File: src/rtl/spi_eng_pkg.sv
package spi_eng_pkg;
  localparam int WORD_W   = 32;
  localparam int LEN_W    = 5;
  localparam int CS_COUNT = 4;
  localparam int SEL_W    = $clog2(CS_COUNT);

  typedef struct packed {
    logic load;     // take a new word from the transmit queue
    logic lead;     // leading serial clock edge
    logic trail;    // trailing serial clock edge
    logic wordEnd;  // trailing edge that closes the word
  } eng_strobe_t;

  typedef enum logic [1:0] {
    ST_IDLE  = 2'd0,
    ST_FETCH = 2'd1,
    ST_SHIFT = 2'd2
  } eng_state_e;
endpackage

File: src/rtl/spi_eng_ctrl.sv
module spi_eng_ctrl
  import spi_eng_pkg::*;
#(
  parameter int DIV_W = 8,
  parameter int CNT_W = 16
) (
  input  logic             clk,
  input  logic             rstN,
  input  logic             start,
  input  logic [CNT_W-1:0] wordCount,
  input  logic [LEN_W-1:0] lenM1,
  input  logic [DIV_W-1:0] clkDiv,
  input  logic             txValid,
  output eng_strobe_t      str,
  output logic             busy,
  output logic             done,
  output logic             txReady
);
  localparam int EDGE_W = LEN_W + 1;

  eng_state_e       state;
  logic [DIV_W-1:0] divCnt;
  logic [EDGE_W-1:0] edgeCnt;
  logic [CNT_W-1:0] remaining;
  logic [EDGE_W-1:0] lastEdge;
  logic             tick;
  logic             doneQ;

  assign lastEdge = {lenM1, 1'b1};
  assign tick     = (state == ST_SHIFT) && (divCnt == clkDiv);

  always_comb begin
    str.load    = (state == ST_FETCH) && txValid;
    str.lead    = tick && !edgeCnt[0];
    str.trail   = tick && edgeCnt[0];
    str.wordEnd = tick && edgeCnt[0] && (edgeCnt == lastEdge);
  end

  assign busy    = (state != ST_IDLE);
  assign done    = doneQ;
  assign txReady = str.load;

  always_ff @(posedge clk or negedge rstN) begin
    if (!rstN) begin
      state     <= ST_IDLE;
      divCnt    <= '0;
      edgeCnt   <= '0;
      remaining <= '0;
      doneQ     <= 1'b0;
    end else begin
      doneQ <= 1'b0;
      unique case (state)
        ST_IDLE: begin
          if (start && (wordCount != '0)) begin
            remaining <= wordCount;
            state     <= ST_FETCH;
          end
        end
        ST_FETCH: begin
          if (txValid) begin
            state   <= ST_SHIFT;
            divCnt  <= '0;
            edgeCnt <= '0;
          end
        end
        ST_SHIFT: begin
          if (tick) begin
            divCnt <= '0;
            if (edgeCnt == lastEdge) begin
              remaining <= remaining - CNT_W'(1);
              if (remaining == CNT_W'(1)) begin
                state <= ST_IDLE;
                doneQ <= 1'b1;
              end else begin
                state <= ST_FETCH;
              end
            end else begin
              edgeCnt <= edgeCnt + EDGE_W'(1);
            end
          end else begin
            divCnt <= divCnt + DIV_W'(1);
          end
        end
        default: state <= ST_IDLE;
      endcase
    end
  end

  AST_ACTIVE_HAS_WORDS: assert property (@(posedge clk) disable iff (!rstN)
    (state != ST_IDLE) |-> (remaining != '0));

  AST_EDGE_IN_RANGE: assert property (@(posedge clk) disable iff (!rstN)
    (state == ST_SHIFT) |-> (edgeCnt <= lastEdge));
endmodule

File: src/rtl/spi_eng_dp.sv
module spi_eng_dp
  import spi_eng_pkg::*;
(
  input  logic              clk,
  input  logic              rstN,
  input  eng_strobe_t       str,
  input  logic [LEN_W-1:0]  lenM1,
  input  logic              inputFirst,
  input  logic              loopback,
  input  logic              idleHigh,
  input  logic [WORD_W-1:0] txData,
  input  logic              miso,
  output logic              sclk,
  output logic              mosi,
  output logic [WORD_W-1:0] rxData,
  output logic              rxValid
);
  logic [WORD_W-1:0] txSh;
  logic [WORD_W-1:0] rxSh;
  logic [WORD_W-1:0] rxNext;
  logic              mosiQ;
  logic              phase;
  logic              inBit;

  assign inBit  = loopback ? mosiQ : miso;
  assign rxNext = {rxSh[WORD_W-2:0], inBit};
  assign sclk   = idleHigh ^ phase;
  assign mosi   = mosiQ;

  always_ff @(posedge clk or negedge rstN) begin
    if (!rstN) begin
      txSh    <= '0;
      rxSh    <= '0;
      mosiQ   <= 1'b0;
      phase   <= 1'b0;
      rxData  <= '0;
      rxValid <= 1'b0;
    end else begin
      rxValid <= 1'b0;
      if (str.load) begin
        rxSh <= '0;
        if (inputFirst) begin
          mosiQ <= txData[WORD_W-1];
          txSh  <= {txData[WORD_W-2:0], 1'b0};
        end else begin
          txSh  <= txData;
        end
      end
      if (str.lead) begin
        phase <= 1'b1;
        if (inputFirst) begin
          rxSh <= rxNext;
        end else begin
          mosiQ <= txSh[WORD_W-1];
          txSh  <= {txSh[WORD_W-2:0], 1'b0};
        end
      end
      if (str.trail) begin
        phase <= 1'b0;
        if (!inputFirst) begin
          rxSh <= rxNext;
        end else if (!str.wordEnd) begin
          mosiQ <= txSh[WORD_W-1];
          txSh  <= {txSh[WORD_W-2:0], 1'b0};
        end
      end
      if (str.wordEnd) begin
        rxData  <= inputFirst ? rxSh : rxNext;
        rxValid <= 1'b1;
      end
    end
  end

  AST_CLOCK_HOLDS_WITHOUT_EDGE: assert property (@(posedge clk) disable iff (!rstN)
    !(str.lead || str.trail) |=> $stable(phase));

  AST_RX_RIGHT_JUSTIFIED: assert property (@(posedge clk) disable iff (!rstN)
    rxValid |-> (((rxData >> lenM1) >> 1) == '0));
endmodule

File: src/rtl/spi_shift_engine.sv
module spi_shift_engine
  import spi_eng_pkg::*;
#(
  parameter int DIV_W = 8,
  parameter int CNT_W = 16
) (
  input  logic                clk,
  input  logic                rstN,
  input  logic [LEN_W-1:0]    cfgLenM1,
  input  logic                cfgInputFirst,
  input  logic                cfgLoopback,
  input  logic                sclkIdleHigh,
  input  logic                csForce,
  input  logic                csAuto,
  input  logic [SEL_W-1:0]    csSel,
  input  logic [CS_COUNT-1:0] csAssert,
  input  logic [DIV_W-1:0]    clkDiv,
  input  logic [CNT_W-1:0]    wordCount,
  input  logic                start,
  output logic                busy,
  output logic                done,
  input  logic [WORD_W-1:0]   txData,
  input  logic                txValid,
  output logic                txReady,
  output logic [WORD_W-1:0]   rxData,
  output logic                rxValid,
  output logic                spiSclk,
  output logic                spiMosi,
  input  logic                spiMiso,
  output logic [CS_COUNT-1:0] spiCsN
);
  eng_strobe_t str;
  logic        manualCs;

  spi_eng_ctrl #(.DIV_W(DIV_W), .CNT_W(CNT_W)) ctrl_i (
    .clk(clk), .rstN(rstN), .start(start), .wordCount(wordCount),
    .lenM1(cfgLenM1), .clkDiv(clkDiv), .txValid(txValid),
    .str(str), .busy(busy), .done(done), .txReady(txReady)
  );

  spi_eng_dp dp_i (
    .clk(clk), .rstN(rstN), .str(str), .lenM1(cfgLenM1),
    .inputFirst(cfgInputFirst), .loopback(cfgLoopback), .idleHigh(sclkIdleHigh),
    .txData(txData), .miso(spiMiso), .sclk(spiSclk), .mosi(spiMosi),
    .rxData(rxData), .rxValid(rxValid)
  );

  assign manualCs = csForce && !csAuto;

  for (genvar i = 0; i < CS_COUNT; i++) begin : g_cs
    assign spiCsN[i] = manualCs ? !csAssert[i]
                                : !(busy && (csSel == SEL_W'(i)));
  end

  AST_DONE_LEAVES_IDLE: assert property (@(posedge clk) disable iff (!rstN)
    done |-> !busy);

  AST_RX_AFTER_ACTIVE: assert property (@(posedge clk) disable iff (!rstN)
    rxValid |-> $past(busy));

  AST_SCLK_AT_IDLE: assert property (@(posedge clk) disable iff (!rstN)
    !busy |-> (spiSclk == sclkIdleHigh));
endmodule

File: config.mk
export PLATFORM = sky130hd
export DESIGN_NAME = spi_shift_engine
export DESIGN_NICKNAME = d
export VERILOG_FILES = /design/src/rtl/spi_eng_pkg.sv /design/src/rtl/spi_eng_ctrl.sv /design/src/rtl/spi_eng_dp.sv /design/src/rtl/spi_shift_engine.sv
export SDC_FILE = /design/constraint.sdc
export NUM_CORES = 1
export LEC_CHECK = 0
export ABC_CLOCK_PERIOD_IN_PS = 4800
export BUFFER_PORTS_ARGS = -buffer_cell sky130_fd_sc_hd__buf_2
export CORE_UTILIZATION = 35
export CTS_BUF_LIST = sky130_fd_sc_hd__clkbuf_8
export DETAILED_ROUTE_END_ITERATION = 12
export PLACE_DENSITY = 0.52
export SETUP_SLACK_MARGIN = 0.05
export SLEW_MARGIN = 15
export SYNTH_ARGS = -nofsm -noshare
export SYNTH_HDL_FRONTEND = slang
export SYNTH_SLANG_ARGS = --single-unit
File: constraint.sdc
create_clock -name clk -period 4.8 [get_ports clk]
set_input_delay 0.96 -clock clk [delete_from_list [all_inputs] [get_ports clk]]
set_output_delay 0.96 -clock clk [all_outputs]
set_load 0.01 [all_outputs]
After elaboration in Yosys (flattened, before gate mapping)
Cells that the tools add are included.
{ "classes": {"mux": 49, "reduce_logical": 32, "eq_ne": 13, "bitwise_logic": 1, "n_addsub": 3} }
{ "op_table": {"columns": ["cell", "n"], "rows": [
  ["$mux W32", 13],
  ["$mux W16", 3],
  ["$pmux W16 S2", 1],
  ["$mux W1", 20],
  ["$mux W6", 3],
  ["$eq A16 B1 Y1 const B", 1],
  ["$mux W8", 2],
  ["$pmux W8 S2", 1],
  ["$reduce_bool A16 Y1", 1],
  ["$sub A16 B1 Y16 const B", 1],
  ["$pmux W6 S2", 1],
  ["$reduce_and A4 Y1", 3],
  ["$logic_and A1 B1 Y1", 11],
  ["$logic_not A1 Y1", 10],
  ["$add A8 B1 Y8 const B", 1],
  ["$eq A8 B8 Y1", 1],
  ["$mux W2", 4],
  ["$reduce_bool A2 Y1", 4],
  ["$add A6 B1 Y6 const B", 1],
  ["$eq A2 B2 Y1 const B", 3],
  ["$eq A6 B6 Y1", 1],
  ["$ne A2 B2 Y1 const B", 3],
  ["$pmux W2 S3", 1],
  ["$eq A2 B1 Y1 const B", 2],
  ["other kinds (4)", 6]
]} }
{ "word_totals": {"elab_cells": 109, "input_bits": 77, "regBits": 132, "out_inout_bits": 42} }

Depth between registers and ports, before layout
{ "depth": {"ltp_word": 8, "mapped_depth": 8} }

Hierarchy
From an unflattened synthesis, not the netlist that was laid out.
{ "hier_totals": {"hier_cells": 726, "area_unflattened_um2": 7031.7} }
{ "modules_own_cells": {"columns": ["module", "cells_each", "instances", "area_each_um2"], "rows": [
  ["spi_eng_dp", 463, 1, 4740.8],
  ["spi_eng_ctrl", 253, 1, 2208.4],
  ["spi_shift_engine", 10, 1, 82.6]
]} }

Worst setup path after synthesis
No wires, ideal clock.
{ "synth_path": {"path_kind": "input to register", "from": "in clkDiv[0]", "to": "reg dp_i.txSh[10]", "cell_stages": 7, "required_ps": 4675, "setup_ps": 125, "slack_ps": 2172, "t_arrival_ps": 2504, "n_path_buf": 2, "path_cell_list": "xnor2_1 nand4_1 or3_1 and3b_1 buf_2 buf_4 mux2_2"} }
{ "synth_between": {"elab_chain_cells": 7, "word_cells_on_any_way": 9} }
{ "synth_lines": {"columns": ["item", "line", "source"], "rows": [
  ["start, declared", "spi_shift_engine.sv:17", "input logic [DIV_W-1:0] clkDiv,"],
  ["$eq A8 B8 Y1 *", "spi_eng_ctrl.sv:30", "assign tick = (state == ST_SHIFT) && (divCnt == clkDiv);"],
  ["$logic_and A1 B1 Y1 *", "spi_eng_ctrl.sv:30", null],
  ["$logic_and A1 B1 Y1 (on tied branches)", "spi_eng_ctrl.sv:34, spi_eng_ctrl.sv:35, spi_eng_ctrl.sv:36", null],
  ["$mux W32 or $logic_and A1 B1 Y1 (tied branches)", "spi_eng_dp.sv:49, spi_eng_ctrl.sv:36", null],
  ["$mux W32", "spi_eng_dp.sv:62", "end else if (!str.wordEnd) begin"],
  ["$mux W32", "spi_eng_dp.sv:60", "if (!inputFirst) begin"],
  ["$mux W32 *", "spi_eng_dp.sv:58", "if (str.trail) begin"],
  ["end signal, assigned", "spi_eng_dp.sv:46", "txSh <= txData;"],
  ["end signal, assigned", "spi_eng_dp.sv:55", "txSh <= {txSh[WORD_W-2:0], 1'b0};"],
  ["end signal, assigned", "spi_eng_dp.sv:64", "txSh <= {txSh[WORD_W-2:0], 1'b0};"],
  ["end, declared", "spi_eng_dp.sv:18", "logic [WORD_W-1:0] txSh;"]
]} }
Mark *: on every way between the ends. The rest lies on a longest branch, timed or not.
A chain may end at the register's enable or synchronous reset.

Worst setup path in the final report
{ "layout_path": {"from": "in csAuto", "to": "out spiCsN[2]"} }
{ "layout_between": {"elab_chain_cells": 3} }
{ "layout_lines": {"columns": ["item", "line", "source"], "rows": [
  ["start, declared", "spi_shift_engine.sv:14", "input logic csAuto,"],
  ["$logic_not A1 Y1", "spi_shift_engine.sv:48", "assign manualCs = csForce && !csAuto;"],
  ["$logic_and A1 B1 Y1", "spi_shift_engine.sv:48", null],
  ["$mux W1", "spi_shift_engine.sv:51", "assign spiCsN[i] = manualCs ? !csAssert[i]"],
  ["end, declared", "spi_shift_engine.sv:30", "output logic [CS_COUNT-1:0] spiCsN"]
]} }
Every way passes these cells.

==> metrics.yaml <==
run_status:
  status: "completed"
hold_path:
  hp-class: "flop to flop"
  min_from: "dp_i.rxData[22]"
setup_path:
  crit_family: "simple AND/OR/NAND/NOR gates"
  slowest_stage: "nor2b_1"
  critPathCaptureType: "output pin"
  reg2reg_from: "ctrl_i.divCnt[0]"
  critical_path_buf_inv_count: 2
  cp_max_fo: 8
  start_kind: "primary input"
  cpMostUsedCell: "buf_2"
  worstPathCellList: "buf_2, nor2b_1, nor2_1, a32oi_1, buf_2"
  crit_required_ns: 3.84
  path_class: "primary input to output pin"
  cp.arrival_ns: 1.87
  cp-startpoint: "csAuto"
  max_stage_delay_ns: 0.37
routing:
  dr.pass1.iters: 5
  wl_per_cell_um: 14.7
  drtIter0Drc: 289
  drc: 0
  routed_via_density: 5.06
  totalWireLength_mm: 15.9
  drtAntennaViolNets: 0
  vias: 5490
placed_design:
  io_buffers: 118
  dpl_cell_area_mm2: 0.00763
  routabilityCongestion: 0.813
  hpwlAfterDp_mm: 10.5
  place_inst: 1052
cts:
  root_buffer: "clkbuf_8"
  cts_tree: "built"
  clock-sinks: 132
  cts_buffers: 17
  clk_latency_ns: 0.44
  cts_resized: 0
  post_cts_buffers: 0
  clk_pin_slew_ns: 0.08
  cts_max_path_buffers: 2
  htree_levels: 4
  cts_hold_buf: 0
pwr:
  power_mw: 2.50
  p_leak_nw: 3.77
  power.density_mw_per_mm2: 310
  ir_worst_vdd_mv: 0.146
timing:
  tightestPinTransition_ns: 1.03
  rsz0062_at_grt: "no"
  max_slew_margin_pct: 31.5
  setup_violations: 0
  fin_crit_sh_pct: 59.0
  fmax_ghz: 0.353
  maxSlewViolCount: 0
  period_needed_ns: 2.83
  fin_setup_tns_ns: 0
  hold_viol_final: 0
  fin_skew_ns: 0.0175
floorplan:
  die_x_um: 141
  io_pins: 119
  die_area_mm2: 0.0200
  die_h_um: 141
  core_mm2: 0.0189
  initial_utilization_pct: 36.0
  row_count: 50
yosys:
  synth_top_area_share_pct: 48.5
  synth_flop_cell: "dfrtp_1"
  syn-num-nets: 795
  ys_warn_count: 0
  yosysUniqueCellTypes: 48
  postSynthCellCount: 714
  synth-edff-count: 0
  ys_seq_area_share_pct: 48.5
  synth_top_cell_by_area: "dfrtp_1"
  synth-seq-cells: 132
  synth.cell_area_mm2: 0.00681
  synthTopCellsByArea: "dfrtp_1 (49%), mux2i_1 (9.4%), o21ai_0 (7.9%)"
  syn_area_per_cell_um2: 9.54
  ys_async_sr_fraction_pct: 100
grt:
  antenna_found_initial: 1
  grt_pass1_wl_mm: 26.6
  track_usage_pct: 16.8
  grt_max_degree: 107
  grt_overflow: 0
  grt_pass1_vias: 5392
finish:
  fin_nets: 892
  fill_cells: 1903
  layout_common_cells: "nand2_1 (136), dfrtp_1 (132), buf_2 (116), o21ai_0 (107), mux2i_1 (64)"
  multi_input_comb_area_mm2: 0.00330
  fin_cells: 1085
  drive_gt1_share_pct: 23.9
  layout_commonest_cell: "nand2_1"
  synthToLayoutAreaGrowth_pct: 18.3
  finalInstanceArea_mm2: 0.00806
  seq_area_mm2: 0.00330
job:
  drv_cap: 0
per-layer routing:
layer | GRT usage, % | vias to the layer above | part of all wire, %
met1 | 21.9 | 2611 | 48
met3 | 4.89 | 8 | 5.6
met2 | 27.1 | 138 | 46
li1 | - | 2731 | -
met5 | 0 | - | 0.050
met4 | 4.81 | 2 | 0.49
flip-flops by register name, summed over array words and instances (netlist names):
signal,count
ctrl_i.divCnt,8
dp_i.phase,1
dp_i.rxSh,32
ctrl_i.state,2
dp_i.rxValid,1
dp_i.txSh,32
ctrl_i.remaining,16
dp_i.mosi,1
ctrl_i.edgeCnt,6
dp_i.rxData,32
ctrl_i.done,1
through the flow:
step	util [%]	hold slack [ns]	worst slack [ns]
final	42.6	0.480	1.97
after global routing	42.6	0.521	1.84
after CTS	42.6	0.487	1.97
after detailed placement	40.4	0.467	1.57
after global placement	40.4	0.463	1.60
after floorplan	-	0.469	2.17
synth_stat cells (all sizes together) (4+ instances only):
cell type	n
a21oi	27
o211ai	6
xnor2	10
nor2	24
nand2b	4
nor4	7
mux2	33
nor3	7
inv	7
nand3	13
dfrtp	132
nand2	137
a22oi	5
o31ai	4
or4	6
nand4	5
xor2	8
a31oi	13
mux2i	64
clkbuf	37
buf	12
o22a	7
ha	4
o21ai	107
report_power, final:
group	internal, mW	switching [mW]
registers	1.15	0.0639
clock network	0.533	0.469
logic	0.137	0.144
worst register-to-register path: stages (launching register included):
cell and delay, ns:
dfrtp_1 0.46, xnor2_1 0.17, nand4_1 0.26, or3_1 0.59, and3b_1 0.27, buf_4 0.38, mux2_2 0.41
final timing paths:
kind | endpoint | slack [ns] | depth (start not counted)
min reg2reg | dp_i.rxData[22] | 0.48 | 2
max | spiCsN[2] | 1.97 | 5
max reg2reg | dp_i.txSh[2] | 2.14 | 6
min | dp_i.rxData[22] | 0.48 | 2
max in group asynchronous | dp_i.rxData[4] | 3.17 | 2
min in group asynchronous | ctrl_i.divCnt[5] | 0.62 | 1
cell families (layout without fill, tap and decap cells):
| kind of cell | Yosys count | count (layout) | share of synthesized area [%] |
|---|---|---|---|
| AOI/OAI and AO/OA | 182 | 182 | 15.2 |
| and+or+nand+nor | 224 | 224 | 15.0 |
| muxes | 97 | 97 | 14.9 |
| adders and majority gates | 4 | 4 | 0.735 |
| DFF | 132 | 132 | 48.5 |
| buffers and inverters | 57 | 167 | 3.38 |
| other | 0 | 1 | 0 |
| xor gates and xnor gates | 18 | 18 | 2.31 |
layout make-up:
type,instances,share of cell area (%)
inverters,8,0.373
flip-flops and latches,132,41.0
clock inverters,14,2.19
repair buffers,127,8.28
diodes,1,0.0311
multi-input cells,525,41.0
well taps,260,4.04
clock buffers,18,3.08
Note: power is estimated with default switching activity, not from simulation.
